File: src/rtl/simd_sat_adder.sv
module simd_sat_adder #(
  parameter int LANE_BITS = 8,
  parameter int SLOTS     = 8
) (
  input  logic                       clk,
  input  logic                       rst_n,
  input  logic                       in_valid,
  input  logic [1:0]                 mode,
  input  logic                       sat_en,
  input  logic                       is_signed,
  input  logic                       sub,
  input  logic [LANE_BITS*SLOTS-1:0] a,
  input  logic [LANE_BITS*SLOTS-1:0] b,
  output logic                       out_valid,
  output logic [LANE_BITS*SLOTS-1:0] result,
  output logic [SLOTS-1:0]           sat_flags
);
  localparam int W = LANE_BITS * SLOTS;
  localparam int L = LANE_BITS;

  logic [W-1:0]     bx;
  logic [W-1:0]     sum;
  logic [W-1:0]     nxt;
  logic [SLOTS:0]   c;
  logic [SLOTS-1:0] nflags;

  assign bx = sub ? ~b : b;

  always_comb begin
    int seg;
    seg  = 1 << mode;
    c[0] = sub;
    sum  = '0;
    for (int j = 0; j < SLOTS; j++) begin
      logic cin;
      cin = ((j & (seg - 1)) == 0) ? sub : c[j];
      {c[j+1], sum[j*L +: L]} = {1'b0, a[j*L +: L]} + {1'b0, bx[j*L +: L]} + {{L{1'b0}}, cin};
    end
  end

  always_comb begin
    int seg;
    seg    = 1 << mode;
    nxt    = sum;
    nflags = '0;
    for (int j = 0; j < SLOTS; j++) begin
      int   top;
      logic am, bm, sm, clamp, hi;
      top = j | (seg - 1);
      am  = a[top*L + L - 1];
      bm  = bx[top*L + L - 1];
      sm  = sum[top*L + L - 1];
      if (is_signed) begin
        clamp = (am == bm) && (sm != am);
        hi    = !am;
      end else begin
        clamp = sub ? !c[top+1] : c[top+1];
        hi    = !sub;
      end
      clamp = clamp && sat_en;
      if (clamp) begin
        if (hi) nxt[j*L +: L] = (is_signed && j == top) ? {1'b0, {(L-1){1'b1}}} : {L{1'b1}};
        else    nxt[j*L +: L] = (is_signed && j == top) ? {1'b1, {(L-1){1'b0}}} : {L{1'b0}};
        nflags[j >> mode] = 1'b1;
      end
    end
  end

  always_ff @(posedge clk) begin
    if (!rst_n) begin
      out_valid <= 1'b0;
      result    <= '0;
      sat_flags <= '0;
    end else begin
      out_valid <= in_valid;
      if (in_valid) begin
        result    <= nxt;
        sat_flags <= nflags;
      end
    end
  end

  AST_VALID_FOLLOWS: assert property (@(posedge clk) disable iff (!rst_n)
    in_valid |=> out_valid);
  AST_IDLE_NO_VALID: assert property (@(posedge clk) disable iff (!rst_n)
    !in_valid |=> !out_valid);
  AST_IDLE_HOLDS: assert property (@(posedge clk) disable iff (!rst_n)
    !in_valid |=> ($stable(result) && $stable(sat_flags)));
  AST_WRAP_NO_FLAGS: assert property (@(posedge clk) disable iff (!rst_n)
    (in_valid && !sat_en) |=> (sat_flags == '0));
  AST_WIDE_FLAG_SLOT: assert property (@(posedge clk) disable iff (!rst_n)
    (in_valid && mode == 2'd3) |=> (sat_flags[SLOTS-1:1] == '0));
  AST_USAT_ADD_GROWS: assert property (@(posedge clk) disable iff (!rst_n)
    (in_valid && sat_en && !is_signed && !sub && mode == 2'd3) |=> (result >= $past(a)));
  AST_USAT_SUB_SHRINKS: assert property (@(posedge clk) disable iff (!rst_n)
    (in_valid && sat_en && !is_signed && sub && mode == 2'd3) |=> (result <= $past(a)));
endmodule

File: config.mk
export PLATFORM = sky130hd
export DESIGN_NAME = simd_sat_adder
export DESIGN_NICKNAME = d
export VERILOG_FILES = /design/src/rtl/simd_sat_adder.sv
export SDC_FILE = /design/constraint.sdc
export NUM_CORES = 1
export LEC_CHECK = 0
export BUFFER_PORTS_ARGS = -buffer_cell sky130_fd_sc_hd__buf_4
export CAP_MARGIN = 25
export CORE_AREA = 3 3 148 150
export CTS_CLUSTER_DIAMETER = 60
export DETAILED_ROUTE_END_ITERATION = 16
export DIE_AREA = 0 0 151 153
export GPL_ROUTABILITY_DRIVEN = 0
export PLACE_DENSITY = 0.65
export SLEW_MARGIN = 20
export SYNTH_ARGS = -nofsm -noshare
export SYNTH_HDL_FRONTEND = slang
export SYNTH_SLANG_ARGS = --single-unit
File: constraint.sdc
create_clock -name clk -period 32.8 [get_ports clk]
set_clock_uncertainty 0.1 [all_clocks]
set_input_delay 1.64 -clock clk [delete_from_list [all_inputs] [get_ports clk]]
set_output_delay 1.64 -clock clk [all_outputs]
set_load 0.01 [all_outputs]
==> metrics, run 1 <==
status finished, final reports clean; # DRC 0; Setup CP Type in2reg; min-delay src result[25]; reg2reg setup slack 31.85 ns; slew margin rel. 0.340; reg2reg end sat_flags[7]; DRT iter0 DRCs around 460; Post-synth EDFFs 0; GR Util All Layers 0.230; max-slew violation count 0; RSZ-0062 raised after global routing no; ys flop type dfxtp_1; highest-count cells in the layout ignoring fill and taps buf_4, a21oi_1, nor2_1, o21ai_0, dfxtp_1; vias per inst 5.66; critical path startpoint category input port; TritonCTS clock tree done; mapped cell area between 8000 and 9000 um2; CP arrival ~16 ns; Post-CTS Setup Bufs 0; level count of the clock H-tree 3; Fin. Hold Viols 0; core area between 20,000 and 25,000 um2; Crit path largest cell delay 0.82 ns; crit end category flip-flop; final setup margin 16.94 ns; Yosys reg bits 73; crit path from sub; antenna violations before repair 1; DP HPWL 20,900 um; worst hold path class reg2reg; Post-DRT Antenna Nets 0; post-synth net total around 1,200; crit path time final 15.86 ns; die width roughly 150 um; P&R area growth vs syn 23.9%; TritonCTS buffer count 9; clk root buf clkbuf_16; pre-CTS WS around 17 ns; routed wire length around 27,000 um; Yosys warning count 0; Rows 53; share of layout cells above drive strength 1 0.225; Post-DP Area between 9000 and 10,000 um2; Gate Count Post-Synth 1,024; total chip power between 400 and 500 uW; Multi-input gate area between 6000 and 7000 um2; Seq. cell area about 1500 um2; grt total ovfl 0; fraction of registers with async set/reset 0; Slowest-stage cell, CP nor3_2; ant diodes 0; routed len/inst roughly 18 um; Yosys cell types slightly below 90; Critical Path RT 32.93 ns; clock slew at reported path FFs about 0.06 ns; Avg Cell Area, Syn ~8.0 um2; Critical Path Fanout Max 35; most common cell after layout, fill and taps aside buf_4; Hold Crit Endpoint result[25]; period utilisation layout 0.483; worst slew pin tran roughly 0.99 ns; Die Area 23,100 um2; via count 8,340; largest net degree at the start of global routing 76; post-synthesis sequential area ratio 0.178; Hold Buf Count CTS 0; CTS sink count between 70 and 80; port buffer count 208; Die Y-Extent about 150 um; global-route wire length before repair roughly 43,000 um; FF-to-FF Start sat_flags[7]; crit-path most repeated cell fa_1; Pleak 0.00458 uW; maximum buffer depth of the clock tree 2; DRT Pass-1 Iters 5; worst skew pair latency about 0.35 ns; cts repair resizes 0; Max VDD drop roughly 0.000024 V; Initial Utilization 0.395; maxcap violations 0; I/O pins around 210; fmax approximately 63 MHz; fin nets 1,412; pwr dens slightly above 40 nW/um2; Total Neg Setup Slack 0 ns; vias in the first global route 8,084; FF-to-FF path depth 2; Final Cell Area about 10,000 um2; fill count ~2,100; final setup violation count 0; Hold Crit Depth 2
==> report_power, final <==
group / switching [uW] / total [uW] / leakage [uW] / internal (uW)
Clock: 39.6 / 89.5 / 0.000124 / 50.0
Combinational: 122 / 220 / 0.00385 / 98.0
Sequential: 6.41 / 106 / 0.000606 / 100
Total: 168 / 416 / 0.00458 / 248
==> per-stage QoR <==
step,util,hold WS (ns),cells
4_1_cts,0.489,0.372,1473
5_1_grt,0.489,0.398,1473
6_report,0.489,0.371,1473
3_5_place_dp,0.477,0.362,1459
2_1_floorplan,-,0.386,1024
3_3_place_gp,0.477,0.359,1459
==> worst max path at each step <==
stage	to	slack (ns)	cells after the start
2_1_floorplan	result[16]	17.95	61
3_3_place_gp	result[31]	17.13	58
3_5_place_dp	result[31]	16.67	58
4_1_cts	result[31]	16.99	58
5_1_grt	result[31]	15.83	58
6_report	result[31]	16.94	58
==> routing by layer <==
layer,track usage,vias to the layer above,part of all wire
met1,0.307,3807,0.43
met3,0.0611,61,0.093
met2,0.359,371,0.45
li1,-,4099,-
met4,0.0764,2,0.031
met5,0,-,0.00048
==> state kept, by name (all words and copies together), names as in the netlist <==
| signal | flops |
|---|---|
| out_valid | 1 |
| result | 64 |
| sat_flags | 8 |
==> synth_stat cells, types with 9 or more instances <==
cell type	instances	area share
a21o_1	21	0.019
nor2_1	73	0.033
nor2b_1	14	0.011
nand2b_1	26	0.020
nand2_1	64	0.029
xnor2_1	44	0.047
a211oi_1	9	0.0082
xor2_1	68	0.072
nor3_1	13	0.0079
clkbuf_1	30	0.014
inv_1	42	0.019
dfxtp_1	73	0.18
o21a_1	15	0.014
o21ai_0	73	0.044
o211ai_1	15	0.014
nand3_1	18	0.011
a31oi_1	21	0.016
a21oi_1	97	0.059
buf_2	10	0.0061
buf_1	9	0.0041
a211o_1	9	0.0096
mux2i_1	43	0.052
or3_1	9	0.0068
ha_1	66	0.10
fa_1	15	0.037
==> critical path, delay by kind of cell <==
family          cells  cell delay (ns)
fa+ha+maj          15             6.01
compound gates     21             3.86
simple gates       14             2.58
mux                 5             1.07
buf+inv             2             0.52
xor+xnor            1             0.26
==> cell families after synthesis <==
logic type,share of synthesized area
adders and majority gates,0.137
and+or+nand+nor,0.154
buffers and inverters,0.0508
muxes,0.0609
AOI/OAI and AO/OA,0.301
xor gates and xnor gates,0.119
DFF,0.178
==> final cells by class <==
| type | count | share of cell area |
|---|---|---|
| clock inverters | 4 | 0.00221 |
| multi-input cells | 851 | 0.623 |
| well taps | 275 | 0.0338 |
| inverters | 44 | 0.0162 |
| flip-flops and latches | 73 | 0.143 |
| repair buffers | 216 | 0.159 |
| clock buffers | 10 | 0.0225 |
No activity file was read; power rests on OpenSTA's default activity.
==> run 2: changes to the inputs <==
ABC_AREA = 1   (was not set)
CORE_AREA = 3 3 146 148   (was 3 3 148 150)
DIE_AREA = 0 0 149 151   (was 0 0 151 153)
PLACE_DENSITY = 0.66   (was 0.65)
clock period = 15 ns   (was 32.8 ns; I/O delays follow)
==> run 2 against run 1 <==
  * Utilization up 0.90 points
  * Clock power up 120%
  * Synthesized cell count up 21%
  * Sequential share of layout area up 0.20 points
  * Routed wire length down 3.5%
  * Critical path depth up 17
  * First-iteration DRC count up 13%
==> metrics, run 2 <==
most common cell after layout, fill and taps aside nand2_1; critical path startpoint category input port; Fin. Hold Viols 0 (unchanged); Rows 52 (-1.9%); Crit path buffers/inverters 11 (+9); worst skew pair latency 0.34 ns (about the same); FF-to-FF Start result[55]; Post-synth EDFFs 0 (unchanged); P&R area growth vs syn 25.1%; largest net degree at the start of global routing 96 (+26%); Critical Path Fanout Max 33 (-5.7%); Gate Count Post-Synth 1,237 (+21%); maximum buffer depth of the clock tree 2 (unchanged); RSZ-0062 raised after global routing no; core area 20,200 um2 (-3.1%); fraction of registers with async set/reset 0 (unchanged); post-layout util 0.498 (+0.00895); status finished, final reports clean; area leader, netlist dfxtp_1; Avg Cell Area, Syn 6.49 um2 (-19%); Slowest-stage cell, CP fa_1; Reg with most FFs result; antenna violations before repair 0 (-1); Post-DRT Antenna Nets 0 (unchanged); final setup margin 1.83 ns (-15.11 ns); Die Area 22,500 um2 (-2.6%); clock slew at reported path FFs 0.06 ns (about the same); max FFs per register 64 (unchanged); DRT iter0 DRCs 524 (+13%); share of layout cells above drive strength 1 0.197 (-0.0285); highest-count cells in the layout ignoring fill and taps nand2_1, buf_4, inv_1; Pleak 0.00537 uW (+17%); slew margin rel. 0.507 (+0.168); Total Neg Setup Slack 0 ns (unchanged); Die Y-Extent 151 um (-1.3%); Critical Path RT 15.14 ns (-17.79 ns); worst hold path class reg2reg; CTS sink count 73 (unchanged); ranking of synthesized cells by area dfxtp_1, nand2_1, ha_1, inv_1, nand3_1; crit end category flip-flop; min-delay src result[31]; post-synthesis sequential area ratio 0.182 (+0.00418); Seq. cell area 1460 um2 (unchanged); vias in the first global route 8,444 (+4.5%); fin nets 1,639 (+16%); Yosys cell types 48 (-46%); Top Registers result: 64 flops, sat_flags: 8 flops, out_valid: 1 flops; GR Util All Layers 0.230 (about the same); TritonCTS clock tree done; CP arrival 13.31 ns (-2.68 ns); Initial Utilization 0.398 (+0.00342); worst slew pin tran 0.739 ns (-0.246 ns); port buffer count 208 (unchanged); Setup CP Type in2reg; Crit path largest cell delay 0.52 ns (-0.30 ns); # DRC 0 (unchanged); most numerous cell in the Yosys netlist nand2_1; crit path time final 13.17 ns; DP HPWL 20,400 um (-2.4%); crit path from sub; cts repair resizes 0 (unchanged); vias per inst 5.13 (-9.5%); maxcap violations 0 (unchanged); Hold Buf Count CTS 0 (unchanged); pre-CTS WS 1.52 ns (-15.15 ns); Yosys reg bits 73 (unchanged); pwr dens 86.0 nW/um2 (+110%); grt total ovfl 0 (unchanged); routed len/inst 15.4 um (-16%); post-synth net total 1,454 (+17%); crit-path most repeated cell nand2_1; Post-CTS Setup Bufs 0 (unchanged); mapped cell area 8030 um2 (-2.3%); ys flop type dfxtp_1; TritonCTS buffer count 9 (unchanged); DRT Pass-1 Iters 6 (+1); level count of the clock H-tree 3 (unchanged); Commonest cells post-synth nand2_1, inv_1, nand3_1, nor2_1, a21oi_1; fmax around 76 MHz; Multi-input gate area 5780 um2 (-8.8%); I/O pins 209 (unchanged); final setup violation count 0 (unchanged); fill count 2,107 (+1.2%); global-route wire length before repair 41,800 um (-1.9%); period utilisation layout 0.878; Yosys warning count 0 (unchanged); Max VDD drop 0.0000588 V (+150%); CP top delay family adder cells; area share of the largest cell type after synthesis 0.182 (+0.00418); ant diodes 0 (unchanged); die width 149 um (-1.3%); routed wire length 26,200 um (-3.5%); clk root buf clkbuf_16; max-slew violation count 0 (unchanged); via count 8,698 (+4.3%)
## run 2: changes by cell type after synthesis, sizes merged, moves of 16 or more
cell and change:
nand2 +238, nand3 +93, nor2 +38, a21oi -18
a21o -16, mux2i -44, o21ai +20, inv +113
nand2b -26
## run 2: layout make-up
| type | count | share of cell area |
|---|---|---|
| Sequential cell | 73 | 0.145 |
| Multi-Input combinational cell | 967 | 0.575 |
| Clock inverter | 4 | 0.00199 |
| Inverter | 158 | 0.0595 |
| Clock buffer | 12 | 0.0235 |
| Timing Repair Buffer | 213 | 0.160 |
| Tap cell | 270 | 0.0336 |
## run 2: final timing paths
check               endpoint  slack, ns  cells past startpoint
setup / recovery  result[54]       1.83                     75
hold / removal    result[31]       0.37                      2
setup reg to reg  result[55]      14.20                      2
hold reg to reg   result[31]       0.37                      2
## run 2: kinds of logic (layout without fill, tap and decap cells)
family	after synthesis	in the layout	share of synthesized area
AND/OR/NAND/NOR	552	552	0.296
AO/OA/AOI/OAI	241	241	0.176
buffers and inverters	197	387	0.0983
XOR/XNOR	93	93	0.107
adder cells (fa/ha/maj)	81	81	0.140
flip-flops	73	73	0.182
## run 2: worst register-to-register path: cells and delay by family (launching register included)
kind,cells,cell delay [ns]
AO/OA/AOI/OAI,1,0.17
buffers and inverters,1,0.05
flip-flops,1,0.37
## run 2: power breakdown
| group | total, uW | switching (uW) | internal [uW] | leakage, uW |
|---|---|---|---|---|
| Clock | 201 | 90.1 | 111 | 0.000130 |
| Combinational | 434 | 254 | 179 | 0.00464 |
| Sequential | 229 | 12.6 | 216 | 0.000606 |
## run 2: metrics by stage
step	total power [uW]	cell area, um2	cells	hold WS, ns
after global placement	659	9770	1680	0.357
after CTS	864	10000	1696	0.370
after detailed placement	662	9770	1680	0.360
final	864	10000	1697	0.367
after floorplan	522	8030	1237	0.390
after global routing	930	10000	1697	0.395
## run 2: metal layers
metal | track usage | routed length (um)
met1 | 0.298 | 11300
met2 | 0.383 | 12000
met3 | 0.0491 | 2140
met4 | 0.0746 | 753
met5 | 0 | 0
